===== src/rtl/mcalu_pkg.sv =====
package mcalu_pkg;

   localparam int CODE_W = 3;

   typedef enum logic [CODE_W-1:0] {
      ALU_INV = 3'b000,
      ALU_AND = 3'b001,
      ALU_XOR = 3'b010,
      ALU_OR  = 3'b011,
      ALU_INC = 3'b100,
      ALU_ADD = 3'b101,
      ALU_DEC = 3'b110,
      ALU_SUB = 3'b111
   } alu_code_e;

   // low two bits of the shift code: what moves in, if anything
   typedef enum logic [1:0] {
      SHK_PASS  = 2'b00,
      SHK_ROT   = 2'b01,
      SHK_FILL0 = 2'b10,
      SHK_FILL1 = 2'b11
   } shf_kind_e;

   // bit 2 of the shift code: direction
   localparam logic SHD_LEFT  = 1'b0;
   localparam logic SHD_RIGHT = 1'b1;

endpackage


===== src/rtl/mcalu_logic.sv =====
module mcalu_logic #(
   parameter int WIDTH = 8
) (
   input  logic [WIDTH-1:0] a_i,
   input  logic [WIDTH-1:0] b_i,
   input  logic [1:0]       sel_i,
   output logic [WIDTH-1:0] y_o
);
   if (WIDTH < 1) begin : g_bad_width
      $error("mcalu_logic: WIDTH must be at least 1");
   end

   always_comb begin
      unique case (sel_i)
         2'b00:   y_o = ~a_i;
         2'b01:   y_o = a_i & b_i;
         2'b10:   y_o = a_i ^ b_i;
         default: y_o = a_i | b_i;
      endcase
   end

   always_comb begin
      if (sel_i == 2'b00) begin
         AST_INV_DISJOINT: assert (((y_o & a_i) == '0) && ((y_o | a_i) == '1));
      end
      if (sel_i == 2'b01) begin
         AST_AND_SUBSET: assert (((y_o & ~a_i) == '0) && ((y_o & ~b_i) == '0));
      end
      if (sel_i == 2'b10) begin
         AST_XOR_INVERT: assert ((y_o ^ b_i) == a_i);
      end
      if (sel_i == 2'b11) begin
         AST_OR_COVER: assert (((a_i & ~y_o) == '0) && ((b_i & ~y_o) == '0));
      end
   end
endmodule


===== src/rtl/mcalu_arith.sv =====
module mcalu_arith #(
   parameter int WIDTH        = 8,
   parameter bit RIPPLE_ADDER = 1'b1
) (
   input  logic [WIDTH-1:0] a_i,
   input  logic [WIDTH-1:0] b_i,
   input  logic             use_b_i,   // 1: second operand is B, 0: constant one
   input  logic             negate_i,  // 1: subtract instead of add
   output logic [WIDTH-1:0] y_o
);
   if (WIDTH < 1) begin : g_bad_width
      $error("mcalu_arith: WIDTH must be at least 1");
   end

   logic [WIDTH-1:0] addend;
   logic             carry_in;

   // One adder serves all four codes:
   //   inc: a + 0 + 1     dec: a + ~0 + 0
   //   add: a + b + 0     sub: a + ~b + 1
   assign addend   = (use_b_i ? b_i : '0) ^ {WIDTH{negate_i}};
   assign carry_in = ~(negate_i ^ use_b_i);

   if (RIPPLE_ADDER) begin : g_ripple
      logic [WIDTH:0] carry;
      assign carry[0] = carry_in;
      for (genvar i = 0; i < WIDTH; i++) begin : g_fa
         assign y_o[i]     = a_i[i] ^ addend[i] ^ carry[i];
         assign carry[i+1] = (a_i[i] & addend[i]) | (carry[i] & (a_i[i] ^ addend[i]));
      end
   end else begin : g_behav
      logic [WIDTH:0] sum_ext;
      assign sum_ext = {1'b0, a_i} + {1'b0, addend} + {{WIDTH{1'b0}}, carry_in};
      assign y_o     = sum_ext[WIDTH-1:0];
   end

   // inverse relations: result minus A (or A minus result) recovers the step
   logic [WIDTH-1:0] step;
   logic [WIDTH-1:0] up_delta;
   logic [WIDTH-1:0] down_delta;
   assign step       = use_b_i ? b_i : WIDTH'(1);
   assign up_delta   = y_o - a_i;
   assign down_delta = a_i - y_o;

   always_comb begin
      if (!negate_i && !use_b_i) begin
         AST_INC_WRAP: assert (up_delta == step);
      end
      if (negate_i && !use_b_i) begin
         AST_DEC_WRAP: assert (down_delta == step);
      end
      if (!negate_i && use_b_i) begin
         AST_ADD_WRAP: assert (up_delta == step);
      end
      if (negate_i && use_b_i) begin
         AST_SUB_WRAP: assert (down_delta == step);
      end
   end
endmodule


===== src/rtl/mcalu_shift.sv =====
module mcalu_shift
   import mcalu_pkg::*;
#(
   parameter int WIDTH = 8
) (
   input  logic [WIDTH-1:0]  x_i,
   input  logic [CODE_W-1:0] code_i,
   output logic [WIDTH-1:0]  y_o
);
   if (WIDTH < 2) begin : g_bad_width
      $error("mcalu_shift: WIDTH must be at least 2");
   end

   shf_kind_e kind;
   logic      dir;
   logic      in_bit;

   assign kind = shf_kind_e'(code_i[1:0]);
   assign dir  = code_i[2];

   always_comb begin
      if (kind == SHK_ROT) begin
         in_bit = (dir == SHD_RIGHT) ? x_i[0] : x_i[WIDTH-1];
      end else begin
         in_bit = code_i[0];
      end
   end

   for (genvar i = 0; i < WIDTH; i++) begin : g_bit
      logic from_lo;
      logic from_hi;
      if (i == 0) begin : g_lsb
         assign from_lo = in_bit;
      end else begin : g_mid_lo
         assign from_lo = x_i[i-1];
      end
      if (i == WIDTH-1) begin : g_msb
         assign from_hi = in_bit;
      end else begin : g_mid_hi
         assign from_hi = x_i[i+1];
      end
      assign y_o[i] = (kind == SHK_PASS)  ? x_i[i]  :
                      (dir == SHD_RIGHT)  ? from_hi : from_lo;
   end

   always_comb begin
      if (kind == SHK_PASS) begin
         AST_PASS_ALIAS: assert (y_o == x_i);
      end
      if (kind == SHK_ROT) begin
         AST_ROT_KEEPS_ONES: assert ($countones(y_o) == $countones(x_i));
      end
      if (kind[1] && dir == SHD_LEFT) begin
         AST_LEFT_FILL: assert ((y_o[0] == code_i[0]) && (y_o[WIDTH-1:1] == x_i[WIDTH-2:0]));
      end
      if (kind[1] && dir == SHD_RIGHT) begin
         AST_RIGHT_FILL: assert ((y_o[WIDTH-1] == code_i[0]) && (y_o[WIDTH-2:0] == x_i[WIDTH-1:1]));
      end
   end
endmodule


===== src/rtl/mcalu_top.sv =====
module mcalu_top
   import mcalu_pkg::*;
#(
   parameter int WIDTH        = 8,
   parameter bit RIPPLE_ADDER = 1'b1
) (
   input  logic [WIDTH-1:0]  opa_i,
   input  logic [WIDTH-1:0]  opb_i,
   input  logic [CODE_W-1:0] alu_code_i,
   input  logic [CODE_W-1:0] shf_code_i,
   output logic [WIDTH-1:0]  result_o,
   output logic              zero_o
);
   if (WIDTH < 2) begin : g_bad_width
      $error("mcalu_top: WIDTH must be at least 2");
   end
   if (CODE_W != 3) begin : g_bad_code
      $error("mcalu_top: operation codes must be 3 bits");
   end

   logic [WIDTH-1:0] logic_y;
   logic [WIDTH-1:0] arith_y;
   logic [WIDTH-1:0] alu_y;
   logic             is_arith;

   // code bit 2 splits logic from arithmetic; within arithmetic,
   // bit 1 selects subtraction and bit 0 selects B over the constant one
   assign is_arith = alu_code_i[2];

   mcalu_logic #(
      .WIDTH (WIDTH)
   ) u_logic (
      .a_i   (opa_i),
      .b_i   (opb_i),
      .sel_i (alu_code_i[1:0]),
      .y_o   (logic_y)
   );

   mcalu_arith #(
      .WIDTH        (WIDTH),
      .RIPPLE_ADDER (RIPPLE_ADDER)
   ) u_arith (
      .a_i      (opa_i),
      .b_i      (opb_i),
      .use_b_i  (alu_code_i[0]),
      .negate_i (alu_code_i[1]),
      .y_o      (arith_y)
   );

   assign alu_y = is_arith ? arith_y : logic_y;

   mcalu_shift #(
      .WIDTH (WIDTH)
   ) u_shift (
      .x_i    (alu_y),
      .code_i (shf_code_i),
      .y_o    (result_o)
   );

   assign zero_o = ~|result_o;

   always_comb begin
      AST_ZERO_FLAG: assert (zero_o == ($countones(result_o) == 0));
   end
endmodule


===== config.mk =====
export PLATFORM = sky130hd
export DESIGN_NAME = mcalu_top
export DESIGN_NICKNAME = d
export VERILOG_FILES = /design/src/rtl/mcalu_pkg.sv /design/src/rtl/mcalu_logic.sv /design/src/rtl/mcalu_arith.sv /design/src/rtl/mcalu_shift.sv /design/src/rtl/mcalu_top.sv
export SDC_FILE = /design/constraint.sdc
export NUM_CORES = 1
export LEC_CHECK = 0
export ABC_AREA = 1
export BUFFER_PORTS_ARGS = -buffer_cell sky130_fd_sc_hd__buf_2
export CAP_MARGIN = 15
export CORE_MARGIN = 2
export CORE_UTILIZATION = 52
export DETAILED_ROUTE_END_ITERATION = 12
export GPL_TIMING_DRIVEN = 0
export MAX_ROUTING_LAYER = met4
export PLACE_DENSITY = 0.81
export SLEW_MARGIN = 10
export SYNTH_ARGS = -nofsm -noshare
export SYNTH_HDL_FRONTEND = slang
export SYNTH_SLANG_ARGS = --single-unit

===== constraint.sdc =====
create_clock -name vclk -period 4.2
set_input_delay 0.21 -clock vclk [all_inputs]
set_output_delay 0.21 -clock vclk [all_outputs]
set_load 0.01 [all_outputs]

==> metrics.yaml, run 1 <==
status: "finished, violations left"
violations: "negative setup slack"
avgRoutedWirePerCell_um: 11.4
worst_pin_slew_ps: 294
n_clock_buffer: 0
critical_path_required_ps: 3990
synth_cell_types: 26
grt_max_degree: 11
pre_cts_slack_ps: -507
relSlewSlack_pct: 80.4
die_h_um: 54.6
dr.pass1.iters: 4
port-buffer-count: 29
max_freq_mhz: 236
crit_path_start: "alu_code_i[1]"
clkPwrFrac_pct: 0
core_area_mm2: 0.00245
io_pins: 31
dp.cells: 278
syn_area_mm2: 0.00133
place_congestion: 0.807
yosys_warnings: 0
vias_per_cell: 5.07
instances_no_fill: 284
postLayoutCoreUtil_pct: 68.2
period_share_pct: 101
cp-start-kind: "primary input"
grtUsageTotal_pct: 22.8
grt_overflow_total: 0
antenna_cells: 0
finalPower_mw: 0.233
drt_wl_total_mm: 3.23
vias: 1441
crit_fanout: 6
fin_tns_setup_ps: -36.4
synth.net_count: 268
hold_start: "shf_code_i[1]"
criticalPathCategory: "in -> out"
p_leak_nw: 0.951
grt_setup_unrepaired: "true"
p_per_area_mw_per_mm2: 139
grt_pass1_vias: 1213
min_period_ps: 4230
hold_viol_final: 0
nets: 305
hold_buffers: 0
arrival_ps: 4020
drv_cap: 0
sw_frac_of_total_pct: 57.1
antenna_found_initial: 0
p_int_mw: 0.0999
p_sw_mw: 0.133
cp-end-kind: "output port"
multi_input_area_mm2: 0.00119
dpl_cell_area_mm2: 0.00152
syn_to_final_growth_pct: 25.5
pwr-share-comb_pct: 100.0
fin_ws_ps: -30.7
finalMaxSlewViolations: 0
rows: 18
hp-class: "in -> out"
final_cell_area_mm2: 0.00167
die-area_mm2: 0.00299
power_frac_seq_pct: 0
start_util_pct: 54.3
drt_iter0_drc: 33
syn_inst: 219
fin_hold_ws_ps: 848
grt_first_pass_wirelength_mm: 4.93
drive_above_1_share_pct: 36.6
drt.antenna.violating_nets: 0
dp_hpwl_mm: 2.39
die_w_um: 54.6
vdd_drop_max_uv: 83.3
syn_avg_cell_area_um2: 6.09
seqCellArea_um2: 0
drc: 0
fillers: 237
n_sequential_cell: 0
ys_seq_area_share_pct: 0
finalSetupViolCount: 2
## power groups by stage
| stage | Combinational (mW) | Clock [mW] | Sequential (mW) |
|---|---|---|---|
| finish | 0.233 | 0 | 0 |
| CTS | 0.225 | 0 | 0 |
| detailed placement | 0.208 | 0 | 0 |
| floorplan | 0.152 | 0 | 0 |
| global placement | 0.202 | 0 | 0 |
| global route | 0.266 | 0 | 0 |
## Yosys cell counts
master / instances / area, µm²
o21bai_2: 1 / 11.3
o21ai_1: 1 / 5.00
inv_1: 29 / 109
inv_6: 1 / 8.76
a21oi_1: 11 / 55.1
nand2_2: 6 / 37.5
xor2_1: 7 / 61.3
ha_1: 20 / 250
buf_2: 2 / 10.0
a21oi_2: 3 / 26.3
or2_1: 2 / 12.5
fa_1: 7 / 140
nand3_2: 1 / 10.0
a21boi_1: 1 / 7.51
nand2_4: 1 / 11.3
inv_4: 2 / 12.5
or2_4: 1 / 8.76
nand3_1: 22 / 110
buf_4: 2 / 15.0
buf_6: 5 / 56.3
inv_2: 2 / 7.51
or2_2: 1 / 6.26
o21ai_2: 2 / 17.5
nor2_2: 4 / 25.0
nand2_1: 74 / 278
nor2_1: 11 / 41.3
## cell type report
| cell class | count | share of cell area [%] |
|---|---|---|
| plain buffers | 7 | 3.74 |
| inverters | 34 | 8.82 |
| multi-input cells | 176 | 71.0 |
| well taps | 30 | 2.24 |
| repair buffers | 37 | 14.2 |
## path summary, 6_finish.rpt
kind | to | slack (ps) | cells past startpoint
hold / removal | result_o[7] | 850 | 5
setup / recovery | zero_o | -30 | 26
## cells by family (layout without fill, tap and decap cells)
group,Yosys count,in the layout,share of synthesized area [%]
simple gates,123,123,40.5
buf+inv,43,78,16.4
fa+ha+maj,27,27,29.3
compound gates,19,19,9.19
xor+xnor,7,7,4.60
## critical path: stages
cell and delay [ps]:
buf_12 120, inv_8 50, ha_4 190, fa_2 360, fa_2 350, fa_2 350
fa_2 350, fa_2 340, inv_2 60, fa_2 190, inv_2 40, fa_2 360
inv_2 70, nand3_2 70, nand2_1 70, nand2_1 60, nand3_2 100, nand2_2 60
nand2_1 60, nand2_1 60, nand2_2 80, nand2_2 50, nand2_2 70, nand3_2 80
nor2_2 100, buf_2 130
## timing repair
item,4_1_cts,5_1_grt
endpoints found under the setup margin,5,4
pin swaps,4,1
resized for setup,21,14
setup buffers,7,1
## per-layer routing
layer	wire length [µm]	vias up	part of all wire, %	GRT usage, %
li1	-	739	-	-
met1	1420	655	44	26.9
met2	1680	43	52	43.7
met3	101	4	3.1	0.820
met4	31	0	0.96	2.50
met5	0	-	0	-
## placed cells by master, fill, tap and decap left out, drive strengths merged
master	n
a21boi	1
a21oi	14
buf	44
fa	7
ha	20
inv	34
nand2	81
nand3	23
nor2	15
o21ai	3
o21bai	1
or2	4
xor2	7
Note: power is estimated with default switching activity, not from simulation.
==> run 2, diff against run 1 <==
==> constraint.sdc (replaced) <==
create_clock -name vclk -period 4.2
set_input_delay 1.26 -clock vclk [all_inputs]
set_output_delay 1.26 -clock vclk [all_outputs]
set_load 0.01 [all_outputs]
==> run 2 against run 1 <==
Net effect:
- the flow still finishes with violations (negative setup slack)
- die area unchanged
- total power up 14%
- sequential share of layout area unchanged
- non-clock buffer count grew 3
- cell count grew 1.1%
- flip-flop and latch count is the same
- clock-buffer cell count is the same
- critical endpoint unchanged
- largest power group unchanged
==> metrics.yaml, run 2 (same netlist as run 1, synthesis figures left out) <==
fillers: 223
grt_pass1_vias: 1285
antenna_found_initial: 0
max_freq_mhz: 156
hold_depth: 5
cpMaxStageDelayCell: "fa_2"
min_period_ps: 6420
slowest_delay_ps: 360
crit_buf_inv: 7
fin_ws_ps: -2220
die-area_mm2: 0.00299
drive_above_1_share_pct: 41.6
arrival_ps: 5160
nets: 308
worst_pin_slew_ps: 276
fin_tns_setup_ps: -14700
period_share_pct: 153
final_cell_area_mm2: 0.00177
cp-start-kind: "primary input"
antenna_cells: 0
place_congestion: 0.833
port-buffer-count: 29
grtUsageTotal_pct: 24.0
n_clock_buffer: 0
grt_setup_unrepaired: "true"
drt_wl_total_mm: 3.13
rows: 18
avgRoutedWirePerCell_um: 10.9
die_h_um: 54.6
drc: 0
relSlewSlack_pct: 81.6
hp-class: "in -> out"
hold_viol_final: 0
vdd_drop_max_uv: 105
finalSetupViolCount: 9
finalPower_mw: 0.266
dp_hpwl_mm: 2.40
crit_fanout: 4
p_per_area_mw_per_mm2: 150
critical_path_required_ps: 2940
n_sequential_cell: 0
grt_max_degree: 11
die_w_um: 54.6
cp-end-kind: "output port"
dr.pass1.iters: 4
drv_cap: 0
drt_iter0_drc: 26
finalMaxSlewViolations: 0
grt_overflow_total: 0
hold_start: "shf_code_i[0]"
criticalPathCategory: "in -> out"
instances_no_fill: 287
cp_top_family: "adder cells"
crit_top_cell: "fa_2"
fin_hold_ws_ps: 2960
io_pins: 31
p_leak_nw: 0.988
mostFrequentLayoutCells: "65 x nand2_1, 23 x buf_2, 22 x inv_1"
status: "finished, violations left"
mostFrequentLayoutCell: "nand2_1"
seqCellArea_um2: 0
violations: "negative setup slack"
vias: 1397
grt_first_pass_wirelength_mm: 5.33
min_to: "result_o[7]"
core_area_mm2: 0.00245
vias_per_cell: 4.87
dpl_cell_area_mm2: 0.00158
dp.cells: 278
drt.antenna.violating_nets: 0
start_util_pct: 54.3
syn_to_final_growth_pct: 32.9
[run 2: routing by layer]
metal	up-vias	GRT usage, %	wire length, µm
met5	-	-	0
li1	745	-	-
met3	0	0	85
met2	28	45.4	1700
met1	624	30.2	1340
met4	0	0	0
[run 2: worst max-delay path by stage]
stage	end	cells past startpoint	from	slack [ps]
after floorplan	zero_o	25	alu_code_i[0]	-1800
after global placement	zero_o	22	alu_code_i[0]	-2240
after detailed placement	zero_o	22	alu_code_i[0]	-2260
after CTS	zero_o	27	alu_code_i[0]	-2210
after global routing	zero_o	27	alu_code_i[0]	-2390
final	zero_o	27	alu_code_i[0]	-2220
[run 2: what timing repair did]
item | CTS | global route
pin swaps | 11 | 5
setup buffers | 7 | 2
gates resized for setup | 19 | 14
hold buffers | 0 | 0
endpoints found under the setup margin | 9 | 9
[run 2: report_power, final]
| group | internal [mW] | switching (mW) | leakage (nW) |
|---|---|---|---|
| Clock | 0 | 0 | 0 |
| Sequential | 0 | 0 | 0 |
| Combinational | 0.123 | 0.143 | 0.988 |
| Total | 0.123 | 0.143 | 0.988 |
[run 2: final cells by class]
type,instances,area [µm²],area share [%]
multi-input combinational,176,1220,68.6
timing repair buffer,38,274,15.5
inverter,34,148,8.33
buffer,9,97.6,5.50
tap,30,37.5,2.12
[run 2: per-stage QoR]
| stage | worst slack, ps | util [%] |
|---|---|---|
| floorplan | -1800 | - |
| global placement | -2240 | 64.4 |
| detailed placement | -2260 | 64.4 |
| CTS | -2210 | 69.4 |
| global route | -2390 | 72.2 |
| finish | -2220 | 72.2 |
==> run 3, diff against run 2 <==
--- a/config.mk
+++ b/config.mk
@@ -6,7 +6,7 @@
 export NUM_CORES = 1
 export LEC_CHECK = 0
 export ABC_AREA = 1
-export BUFFER_PORTS_ARGS = -buffer_cell sky130_fd_sc_hd__buf_2
+export BUFFER_PORTS_ARGS = -buffer_cell sky130_fd_sc_hd__clkbuf_2
 export CAP_MARGIN = 15
 export CORE_MARGIN = 2
 export CORE_UTILIZATION = 52
==> run 3 against run 2 <==
Net effect:
- critical path type unchanged
- wire length rose by 0.67%
- critical path depth unchanged
- cell count increased by 1.4%
- hold slack improved by 11 ps
- non-clock buffer count increased by 4
- global-route usage down 1.3 points
- flip-flop and latch count is the same
- the flow still finishes with violations (negative setup slack)
- sequential share of layout area stayed put
- first-iteration DRC count is 3.8% lower
==> metrics.yaml, run 3 (same netlist as run 1, synthesis figures left out) <==
status: "finished, violations left"
violations: "negative setup slack"
criticalPathCategory: "in -> out"
grt_max_degree: 11
clkPwrFrac_pct: 0
start_util_pct: 54.3
drc: 0
p_per_area_mw_per_mm2: 147
grtUsageTotal_pct: 22.7
cpMaxStageDelayCell: "fa_2"
crit_fanout: 4
avgRoutedWirePerCell_um: 10.8
finalSetupViolCount: 9
die_w_um: 54.6
min_period_ps: 6420
cp-end-kind: "output port"
relSlewSlack_pct: 81.5
p_leak_nw: 1.01
hp-class: "in -> out"
max_freq_mhz: 156
fin_ws_ps: -2220
drive_above_1_share_pct: 44.4
drv_cap: 0
antenna_cells: 0
drt.antenna.violating_nets: 0
rows: 18
nets: 312
slowest_delay_ps: 360
mostFrequentLayoutCell: "nand2_1"
die_h_um: 54.6
pwr-share-comb_pct: 100.0
fin_hold_ws_ps: 2970
critical_path_required_ps: 2940
finalPower_mw: 0.268
io_pins: 31
grt_pass1_vias: 1211
mostFrequentLayoutCells: "62 x nand2_1, 22 x inv_1, 20 x clkbuf_2"
postLayoutCoreUtil_pct: 74.2
p_sw_mw: 0.144
drt_iter0_drc: 25
place_congestion: 0.833
cp_top_family: "adder cells"
sw_frac_of_total_pct: 53.9
dp_hpwl_mm: 2.41
arrival_ps: 5160
crit_top_cell: "fa_2"
grt_overflow_total: 0
syn_to_final_growth_pct: 36.6
n_clock_buffer: 0
vias_per_cell: 4.88
worst_pin_slew_ps: 278
cp-start-kind: "primary input"
vias: 1419
hold_viol_final: 0
grt_setup_unrepaired: "true"
vdd_drop_max_uv: 110
n_sequential_cell: 0
port-buffer-count: 29
die-area_mm2: 0.00299
core_area_mm2: 0.00245
drt_wl_total_mm: 3.15
seqCellArea_um2: 0
crit_buf_inv: 7
period_share_pct: 153
finalMaxSlewViolations: 0
grt_first_pass_wirelength_mm: 5.01
p_int_mw: 0.124
fillers: 213
antenna_found_initial: 0
dr.pass1.iters: 4
power_frac_seq_pct: 0
## run 3: cell types whose count changed in the layout (fill, tap and decap cells not counted), moves of 3 or more
cell,change
clkbuf_2,+20
buf_6,-3
nand2_2,+3
nand2_1,-3
buf_2,-19
buf_4,+5
## run 3: tightest hold or removal path: cells and delay by family
family | cells | cell delay [ps]
simple gates | 3 | 250
buf+inv | 2 | 210
## run 3: per-stage QoR
stage,instance area (µm²),TNS [ps],setup WS [ps],instances
floorplan,1400,-11200,-1800,219
global placement,1580,-14880,-2260,278
detailed placement,1580,-14970,-2270,278
CTS,1690,-14790,-2200,288
global route,1820,-15830,-2400,291
finish,1820,-14730,-2220,291
## run 3: worst paths after layout
check / startpoint / depth (start not counted) / to
setup / recovery: alu_code_i[0] / 27 / zero_o
hold / removal: shf_code_i[1] / 5 / result_o[0]
## run 3: power by group through the flow
stage / combinational (mW) / sequential, mW / clock (mW)
after global placement: 0.214 / 0 / 0
after global routing: 0.302 / 0 / 0
after detailed placement: 0.220 / 0 / 0
final: 0.268 / 0 / 0
after floorplan: 0.163 / 0 / 0
after CTS: 0.241 / 0 / 0
## run 3: final cells by class
cell class	instances	area [µm²]	share of cell area, %
plain buffers	9	97.6	5.36
inverters	34	153	8.38
multi-input cells	176	1240	67.9
well taps	30	37.5	2.06
repair buffers	42	298	16.3
## run 3: layer usage
layer | track usage [%] | wire [µm] | up-vias
li1 | - | - | 754
met1 | 28.7 | 1360 | 633
met2 | 42.9 | 1690 | 32
met3 | 0 | 96 | 0
met4 | 0 | 0 | 0
met5 | - | 0 | -
## run 3: repair_timing
action,CTS,global route
resized for setup,8,38
endpoints found under the setup margin,9,9
pin swaps,5,7
hold buffers,0,0
hold endpoints to repair,0,0
buffers inserted,10,6
